<file path="src/rtl/rx_serial_pkg.sv">
package rx_serial_pkg;
  typedef enum logic [1:0] {
    RX_IDLE  = 2'd0,
    RX_START = 2'd1,
    RX_DATA  = 2'd2,
    RX_STOP  = 2'd3
  } rxState_t;

  typedef struct packed {
    logic shiftEn;
    logic load;
    logic stopBad;
  } rxStrobe_t;
endpackage

</file>
<file path="src/rtl/rx_frame_ctrl.sv">
module rx_frame_ctrl
  import rx_serial_pkg::*;
#(
  parameter int OVERSAMPLE = 16,
  parameter int TICK_DIV   = 4,
  parameter int DATA_BITS  = 8
) (
  input  logic      clk,
  input  logic      rstN,
  input  logic      rxS,
  output rxStrobe_t strb
);
  localparam int DIV_W   = (TICK_DIV > 1) ? $clog2(TICK_DIV) : 1;
  localparam int PH_W    = $clog2(OVERSAMPLE);
  localparam int BIT_W   = (DATA_BITS > 1) ? $clog2(DATA_BITS) : 1;
  localparam int HALF    = OVERSAMPLE / 2;

  logic [DIV_W-1:0] divCnt;
  logic             tick;
  logic [PH_W-1:0]  phase;
  logic [BIT_W-1:0] bitIdx;
  rxState_t         st;
  logic             phaseEnd;

  assign tick     = (divCnt == DIV_W'(TICK_DIV - 1));
  assign phaseEnd = (phase == PH_W'(OVERSAMPLE - 1));

  always_ff @(posedge clk or negedge rstN) begin
    if (!rstN) divCnt <= '0;
    else if (tick) divCnt <= '0;
    else divCnt <= divCnt + 1'b1;
  end

  always_comb begin
    strb.shiftEn = (st == RX_DATA) && tick && phaseEnd;
    strb.load    = (st == RX_STOP) && tick && phaseEnd;
    strb.stopBad = strb.load && !rxS;
  end

  always_ff @(posedge clk or negedge rstN) begin
    if (!rstN) begin
      st     <= RX_IDLE;
      phase  <= '0;
      bitIdx <= '0;
    end else if (tick) begin
      unique case (st)
        RX_IDLE: begin
          phase <= '0;
          if (!rxS) st <= RX_START;
        end
        RX_START: begin
          if (phase == PH_W'(HALF - 1)) begin
            phase  <= '0;
            bitIdx <= '0;
            st     <= rxS ? RX_IDLE : RX_DATA;
          end else begin
            phase <= phase + 1'b1;
          end
        end
        RX_DATA: begin
          if (phaseEnd) begin
            phase <= '0;
            if (bitIdx == BIT_W'(DATA_BITS - 1)) st <= RX_STOP;
            else bitIdx <= bitIdx + 1'b1;
          end else begin
            phase <= phase + 1'b1;
          end
        end
        RX_STOP: begin
          if (phaseEnd) begin
            phase <= '0;
            st    <= RX_IDLE;
          end else begin
            phase <= phase + 1'b1;
          end
        end
        default: st <= RX_IDLE;
      endcase
    end
  end
endmodule

</file>
<file path="src/rtl/rx_datapath.sv">
module rx_datapath
  import rx_serial_pkg::*;
#(
  parameter int DATA_BITS = 8,
  parameter int SYNC_LEN  = 2
) (
  input  logic                 clk,
  input  logic                 rstN,
  input  logic                 rxIn,
  input  rxStrobe_t            strb,
  output logic                 rxS,
  output logic [DATA_BITS-1:0] rxData
);
  logic [SYNC_LEN-1:0]  syncQ;
  logic [DATA_BITS-1:0] shiftQ;

  always_ff @(posedge clk or negedge rstN) begin
    if (!rstN) syncQ <= '1;
    else syncQ <= {syncQ[SYNC_LEN-2:0], rxIn};
  end
  assign rxS = syncQ[SYNC_LEN-1];

  always_ff @(posedge clk or negedge rstN) begin
    if (!rstN) begin
      shiftQ <= '0;
      rxData <= '0;
    end else begin
      if (strb.shiftEn) shiftQ <= {rxS, shiftQ[DATA_BITS-1:1]};
      if (strb.load) rxData <= shiftQ;
    end
  end
endmodule

</file>
<file path="src/rtl/rx_status_flags.sv">
module rx_status_flags (
  input  logic clk,
  input  logic rstN,
  input  logic load,
  input  logic stopBad,
  input  logic statusRd,
  input  logic dataRd,
  output logic full,
  output logic overrun,
  output logic frameErr,
  output logic armed,
  output logic irq
);
  always_ff @(posedge clk or negedge rstN) begin
    if (!rstN) begin
      full     <= 1'b0;
      overrun  <= 1'b0;
      frameErr <= 1'b0;
      armed    <= 1'b0;
      irq      <= 1'b0;
    end else begin
      irq <= load;
      if (load) begin
        full     <= 1'b1;
        overrun  <= overrun | full;
        frameErr <= stopBad;
        armed    <= 1'b0;
      end else if (dataRd && armed) begin
        full    <= 1'b0;
        overrun <= 1'b0;
        armed   <= 1'b0;
      end else if (statusRd) begin
        armed <= full;
      end
    end
  end
endmodule

</file>
<file path="src/rtl/rx_serial_port.sv">
module rx_serial_port
  import rx_serial_pkg::*;
#(
  parameter int OVERSAMPLE = 16,
  parameter int TICK_DIV   = 4,
  parameter int DATA_BITS  = 8
) (
  input  logic                 clk,
  input  logic                 rstN,
  input  logic                 rxIn,
  input  logic                 statusRd,
  input  logic                 dataRd,
  output logic [DATA_BITS-1:0] rxData,
  output logic [7:0]           status,
  output logic                 rxIrq
);
  rxStrobe_t strb;
  logic      rxS;
  logic      full, overrun, frameErr, flagArmed;

  rx_frame_ctrl #(
    .OVERSAMPLE(OVERSAMPLE), .TICK_DIV(TICK_DIV), .DATA_BITS(DATA_BITS)
  ) u_ctrl (
    .clk(clk), .rstN(rstN), .rxS(rxS), .strb(strb)
  );

  rx_datapath #(.DATA_BITS(DATA_BITS), .SYNC_LEN(2)) u_dp (
    .clk(clk), .rstN(rstN), .rxIn(rxIn), .strb(strb),
    .rxS(rxS), .rxData(rxData)
  );

  rx_status_flags u_flags (
    .clk(clk), .rstN(rstN), .load(strb.load), .stopBad(strb.stopBad),
    .statusRd(statusRd), .dataRd(dataRd), .full(full), .overrun(overrun),
    .frameErr(frameErr), .armed(flagArmed), .irq(rxIrq)
  );

  assign status = {5'b0, frameErr, overrun, full};
endmodule

</file>
<file path="config.mk">
export PLATFORM = sky130hd
export DESIGN_NAME = rx_serial_port
export DESIGN_NICKNAME = d
export VERILOG_FILES = /design/src/rtl/rx_serial_pkg.sv /design/src/rtl/rx_frame_ctrl.sv /design/src/rtl/rx_datapath.sv /design/src/rtl/rx_status_flags.sv /design/src/rtl/rx_serial_port.sv
export SDC_FILE = /design/constraint.sdc
export NUM_CORES = 1
export LEC_CHECK = 0
export BUFFER_PORTS_ARGS = -buffer_cell sky130_fd_sc_hd__buf_2
export CAP_MARGIN = 10
export CORE_UTILIZATION = 59
export CTS_CLUSTER_DIAMETER = 100
export DETAILED_ROUTE_END_ITERATION = 10
export PLACE_DENSITY = 0.79
export SYNTH_ARGS = -nofsm -noshare
export SYNTH_HDL_FRONTEND = slang
export SYNTH_SLANG_ARGS = --single-unit
</file>
<file path="constraint.sdc">
create_clock -name clk -period 3.75 [get_ports clk]
set_input_delay 0.9375 -clock clk [delete_from_list [all_inputs] [get_ports clk]]
set_output_delay 0.9375 -clock clk [all_outputs]
set_load 0.02 [all_outputs]
</file>
## Word level (Yosys, flattened, before mapping)

Cells that the tools add are included.

- Memories kept: 0
- Latch bits: 0
- Bits in read-only memories: 0
- Register bits after elaboration: 34
- RAM bits: 0

- Shift operators: 0
- $lt $le $gt $ge: 0
- Multipliers: 0
- Reduce and logical (&&, ||, !) cells: 14
- Div/mod/pow operators: 0
- Eq/ne operators: 13
- Add/sub/neg operators: 3
- Muxes and demuxes: 21
- Bitwise logic cells: 1

Operators by type and width:

| kind | count |
|---|---|
| 2-bit 2-to-1 mux | 7 |
| 4-bit one-hot mux with 3 select lines | 1 |
| 3-bit 2-to-1 mux | 3 |
| 4-bit 2-to-1 mux | 2 |
| 2-bit one-hot mux with 4 select lines | 1 |
| 2-bit == test (second input constant) | 3 |
| 1-bit logical AND | 6 |
| 1-bit 2-to-1 mux | 6 |
| 2-bit by 1-bit inequality test with 1-bit output (second input constant) | 3 |
| 2-bit inequality test (second input constant) | 3 |
| 3-bit one-hot mux with 2 select lines | 1 |
| 6-bit AND reduction | 1 |
| 5-bit AND reduction | 1 |
| 4-bit by 1-bit adder with 4-bit output (second input constant) | 1 |
| 4-bit by 3-bit == test with 1-bit output (second input constant) | 1 |
| 4-bit == test (second input constant) | 1 |
| 2-bit nonzero test | 2 |
| 3-bit by 1-bit adder with 3-bit output (second input constant) | 1 |
| 3-bit == test (second input constant) | 1 |
| 3-bit nonzero test | 1 |
| 2-bit by 1-bit adder with 2-bit output (second input constant) | 1 |
| 2-bit by 1-bit == test with 1-bit output (second input constant) | 1 |
| 2-bit logical NOT | 1 |
| 2-bit OR reduction | 1 |
| 2 further kinds | 2 |

## Logic depth before layout (Yosys ltp)

- Depth in word-level cells: 4
- Depth in mapped cells: 6
- Depth with buffers taken out: 5

## Modules after synthesis

A second synthesis with hierarchy kept.

- Cells, all modules: 123
- Area, all modules: 1614.0 um^2

Modules (own cells, without submodules):

| module | area each (um^2) | times used | seq. area each (um^2) | cells an instance |
|---|---|---|---|---|
| rx_datapath | 715.7 | 1 | 452.9 | 36 |
| rx_frame_ctrl | 653.1 | 1 | 275.3 | 65 |
| rx_status_flags | 181.4 | 1 | 125.1 | 13 |
| rx_serial_port | 63.8 | 1 | 0.0 | 9 |

## Worst setup path after synthesis

Ideal clock, no wire load.

- Path kind: flip-flop to flip-flop
- Start: reg u_ctrl.phase[0]
- End: reg u_dp.rxData[0]
- Arrival time: 1.369 ns
- Path slack: 2.255 ns
- Required time: 3.625 ns
- Period minus slack after synthesis: 1.495 ns
- Buffers on the path: 1
- Stages on the path, launching flop included: 6
- Path through: dfrtp_1 > ha_1 > nand4_4 > nor2_4 > buf_8 > mux2_4

RTL lines:

| what | line | RTL |
|---|---|---|
| from (decl) | rx_frame_ctrl.sv:20 | `logic [PH_W-1:0] phase;` |
| from (signal assigned) | rx_frame_ctrl.sv:57 | `phase <= phase + 1'b1;` |
| from (signal assigned) | rx_frame_ctrl.sv:66 | `phase <= phase + 1'b1;` |
| from (signal assigned) | rx_frame_ctrl.sv:74 | `phase <= phase + 1'b1;` |
| to (signal assigned) | rx_datapath.sv:29 | `if (strb.load) rxData <= shiftQ;` |
| to (decl) | rx_datapath.sv:12 | `output logic [DATA_BITS-1:0] rxData` |

## Final worst setup path

- Start: reg u_flags.full
- End: out status[0]

RTL lines:

| what | line | RTL |
|---|---|---|
| from (decl) | rx_status_flags.sv:8 | `output logic full,` |
| from (signal assigned) | rx_status_flags.sv:16 | `full <= 1'b0;` |
| from (signal assigned) | rx_status_flags.sv:24 | `full <= 1'b1;` |
| from (signal assigned) | rx_status_flags.sv:29 | `full <= 1'b0;` |
| to (decl) | rx_serial_port.sv:14 | `output logic [7:0] status,` |

No word-level cell between the ends.

==> out/metrics.cfg <==
[placed_design]
dpl.hpwl_mm = 1.67
io_buffer_count = 16
place_ws_ns = 1.89
globalplace.congestion = 0.833

[clock_tree]
cts.path.max_buffers = 2
clkSinkCount = 34
post_cts_resized = 0
root_buffer = clkbuf_4
postCtsSetupRepairBufs = 0
h-tree-depth = 2
path_clk_slew_ns = 0.10
postCtsHoldBufs = 0
cts_buffers = 5
clk_latency_ns = 0.35
cts_tree = yes

[critical_path]
endpoint_kind = primary output
crit_buf_inv = 1
crit_arrival_ns = 0.92
worstPathRequired_ns = 2.81
path_class = flop to primary output
cp_top_family = flip-flops
regToRegSetupSlack_ns = 1.89
critPathMaxStageDelay_ns = 0.42
path_max_fanout = 4
startpoint_type = flop
crit_chain = buf_2
cp_slowest_cell = dfrtp_1

[synthesis]
syn_area_per_cell_um2 = 13.5
ys_seq_elements = 34
synth_common_cells = dfrtp_1, buf_4, mux2_2, mux2_4, nor2_1
async_reset_ff_share_pct = 100
yosys_warnings = 0
synth_ff_type = dfrtp_1
synth_top_area_share_pct = 52.2
postSynthCellCount = 114
seq_area_frac_synth_pct = 55.6
synth_enable_flop_cells = 0
synth_most_common_cell = dfrtp_1
synth_top_area_cell = dfrtp_1
synth_cell_types = 37
synthesis.area_um2 = 1530
synth_area_leaders = dfrtp_1, mux2_4, mux2_2

[power_and_ir_drop]
ir_drop_v = 0.000395
power.leakage_uw = 0.000845
p_per_area_nw_per_um2 = 500
power_uw = 832

[sta]
finalSetupTns_ns = 0
finalHoldWorstSlack_ns = 0.365
setup_viol = 0
fmax_mhz = 537
rsz0062_at_grt = false
skew_ns = 0.0149
worst_pin_slew_ns = 0.723
layout_setup_ws_ns = 1.89
slew_headroom_pct = 51.8
hold_viol = 0
min_period_ns = 1.86
drv_slew = 0
min_period_over_period_pct = 49.6

[detailed_routing]
drtPass1Iterations = 4
route.vias.total = 892
route.detailed.drc = 0
ant_nets = 0
first_iter_violations = 12
wl_mm = 2.40
avgRoutedWirePerCell_um = 15.0
routed_via_density = 5.58

[global_route]
grt_pass1_wl_mm = 3.82
grtUsageTotal_pct = 20.6
grt_pass1_vias = 825
grt_max_degree = 35
antenna_found_initial = 0
grt_overflow = 0

[finish]
syn2layout_area_growth_pct = 8.40
num-nets-final = 138
drive_above_1_share_pct = 36.2
n_antenna_cell = 0

[die]
dieArea_um2 = 2810
rows = 18
die-width_um = 53.0
die-height_um = 53.0
core_area_um2 = 2480
start_util_pct = 61.9
io_pins = 22

[outcome]
status = completed

[worst_hold_path]
hold_class = flop to flop

[flow_run]
cap_viol_max_count = 0

through the flow:
| step | instance area, um2 | util [%] | cells |
|---|---|---|---|
| after floorplan | 1550 | - | 118 |
| after global placement | 1580 | 63.7 | 152 |
| after detailed placement | 1580 | 63.7 | 152 |
| after CTS | 1660 | 67.1 | 160 |
| after global routing | 1660 | 67.1 | 160 |
| final | 1660 | 67.1 | 160 |
layer usage:
layer,track usage [%],vias up,wire length (um)
li1,-,420,-
met1,23.6,441,1060
met2,31.2,26,1150
met3,9.77,5,131
met4,11.8,0,59
met5,0,-,0
where the power goes:
| group | switching [uW] | total [uW] | internal, uW |
|---|---|---|---|
| logic | 58.8 | 104 | 44.8 |
| clock network | 121 | 280 | 159 |
| registers | 52.1 | 448 | 396 |
| total | 232 | 832 | 600 |
area by class of cell:
| type | count | area, um2 |
|---|---|---|
| fillers | 187 | 815 |
| repair buffers | 16 | 80.1 |
| multi-input cells | 69 | 596 |
| inverters | 3 | 11.3 |
| well taps | 30 | 37.5 |
| flip-flops and latches | 34 | 853 |
| clock inverters | 1 | 30.0 |
| clock buffers | 7 | 55.1 |
cells in the final DEF (no fill, tap or decap), types with 2 or more instances in the layout:
| cell type | n |
|---|---|
| o22ai_1 | 3 |
| mux2_4 | 7 |
| dfstp_2 | 2 |
| conb_1 | 5 |
| o31ai_1 | 2 |
| nand3_1 | 2 |
| o21ai_0 | 3 |
| nor2_1 | 7 |
| ha_1 | 4 |
| nor2_4 | 2 |
| dfrtp_1 | 32 |
| buf_2 | 16 |
| a21oi_1 | 2 |
| nand2_1 | 5 |
| mux2_2 | 7 |
| mux2_1 | 3 |
| clkbuf_4 | 5 |
| inv_1 | 3 |
registers in the layout, indices dropped and copies added, names as in the netlist, 2 cells and up, named ones only:
| register | flops |
|---|---|
| u_dp.rxData | 8 |
| u_dp.shiftQ | 8 |
| u_ctrl.phase | 4 |
| u_ctrl.bitIdx | 3 |
| u_ctrl.divCnt | 2 |
| u_dp.syncQ | 2 |
final timing paths:
path	start	end	depth (start not counted)
max in group asynchronous	rstN	u_ctrl.st[0]$_DFFE_PN0P_	1
min in group asynchronous	rstN	u_dp.rxData[0]$_DFFE_PN0P_	1
worst min-delay path	u_dp.syncQ[0]$_DFF_PN1_	u_dp.syncQ[1]$_DFF_PN1_	0
worst min register to register	u_dp.syncQ[0]$_DFF_PN1_	u_dp.syncQ[1]$_DFF_PN1_	0
worst max-delay path	u_flags.full$_DFFE_PN0P_	status[0]	1
worst max register to register	u_ctrl.divCnt[0]$_DFF_PN0_	u_dp.rxData[5]$_DFFE_PN0P_	4
kinds of logic (layout without fill, tap and decap cells):
kind of cell | Yosys count | count (layout) | synth area share [%]
AOI/OAI and AO/OA | 17 | 17 | 7.75
xor gates and xnor gates | 1 | 1 | 0.571
adders and majority gates | 4 | 4 | 3.26
buffers and inverters | 15 | 27 | 6.52
DFF | 34 | 34 | 55.6
muxes | 18 | 18 | 14.8
other | 1 | 5 | 0.244
and+or+nand+nor | 24 | 24 | 11.2
Power figures use the tool's default switching activity.
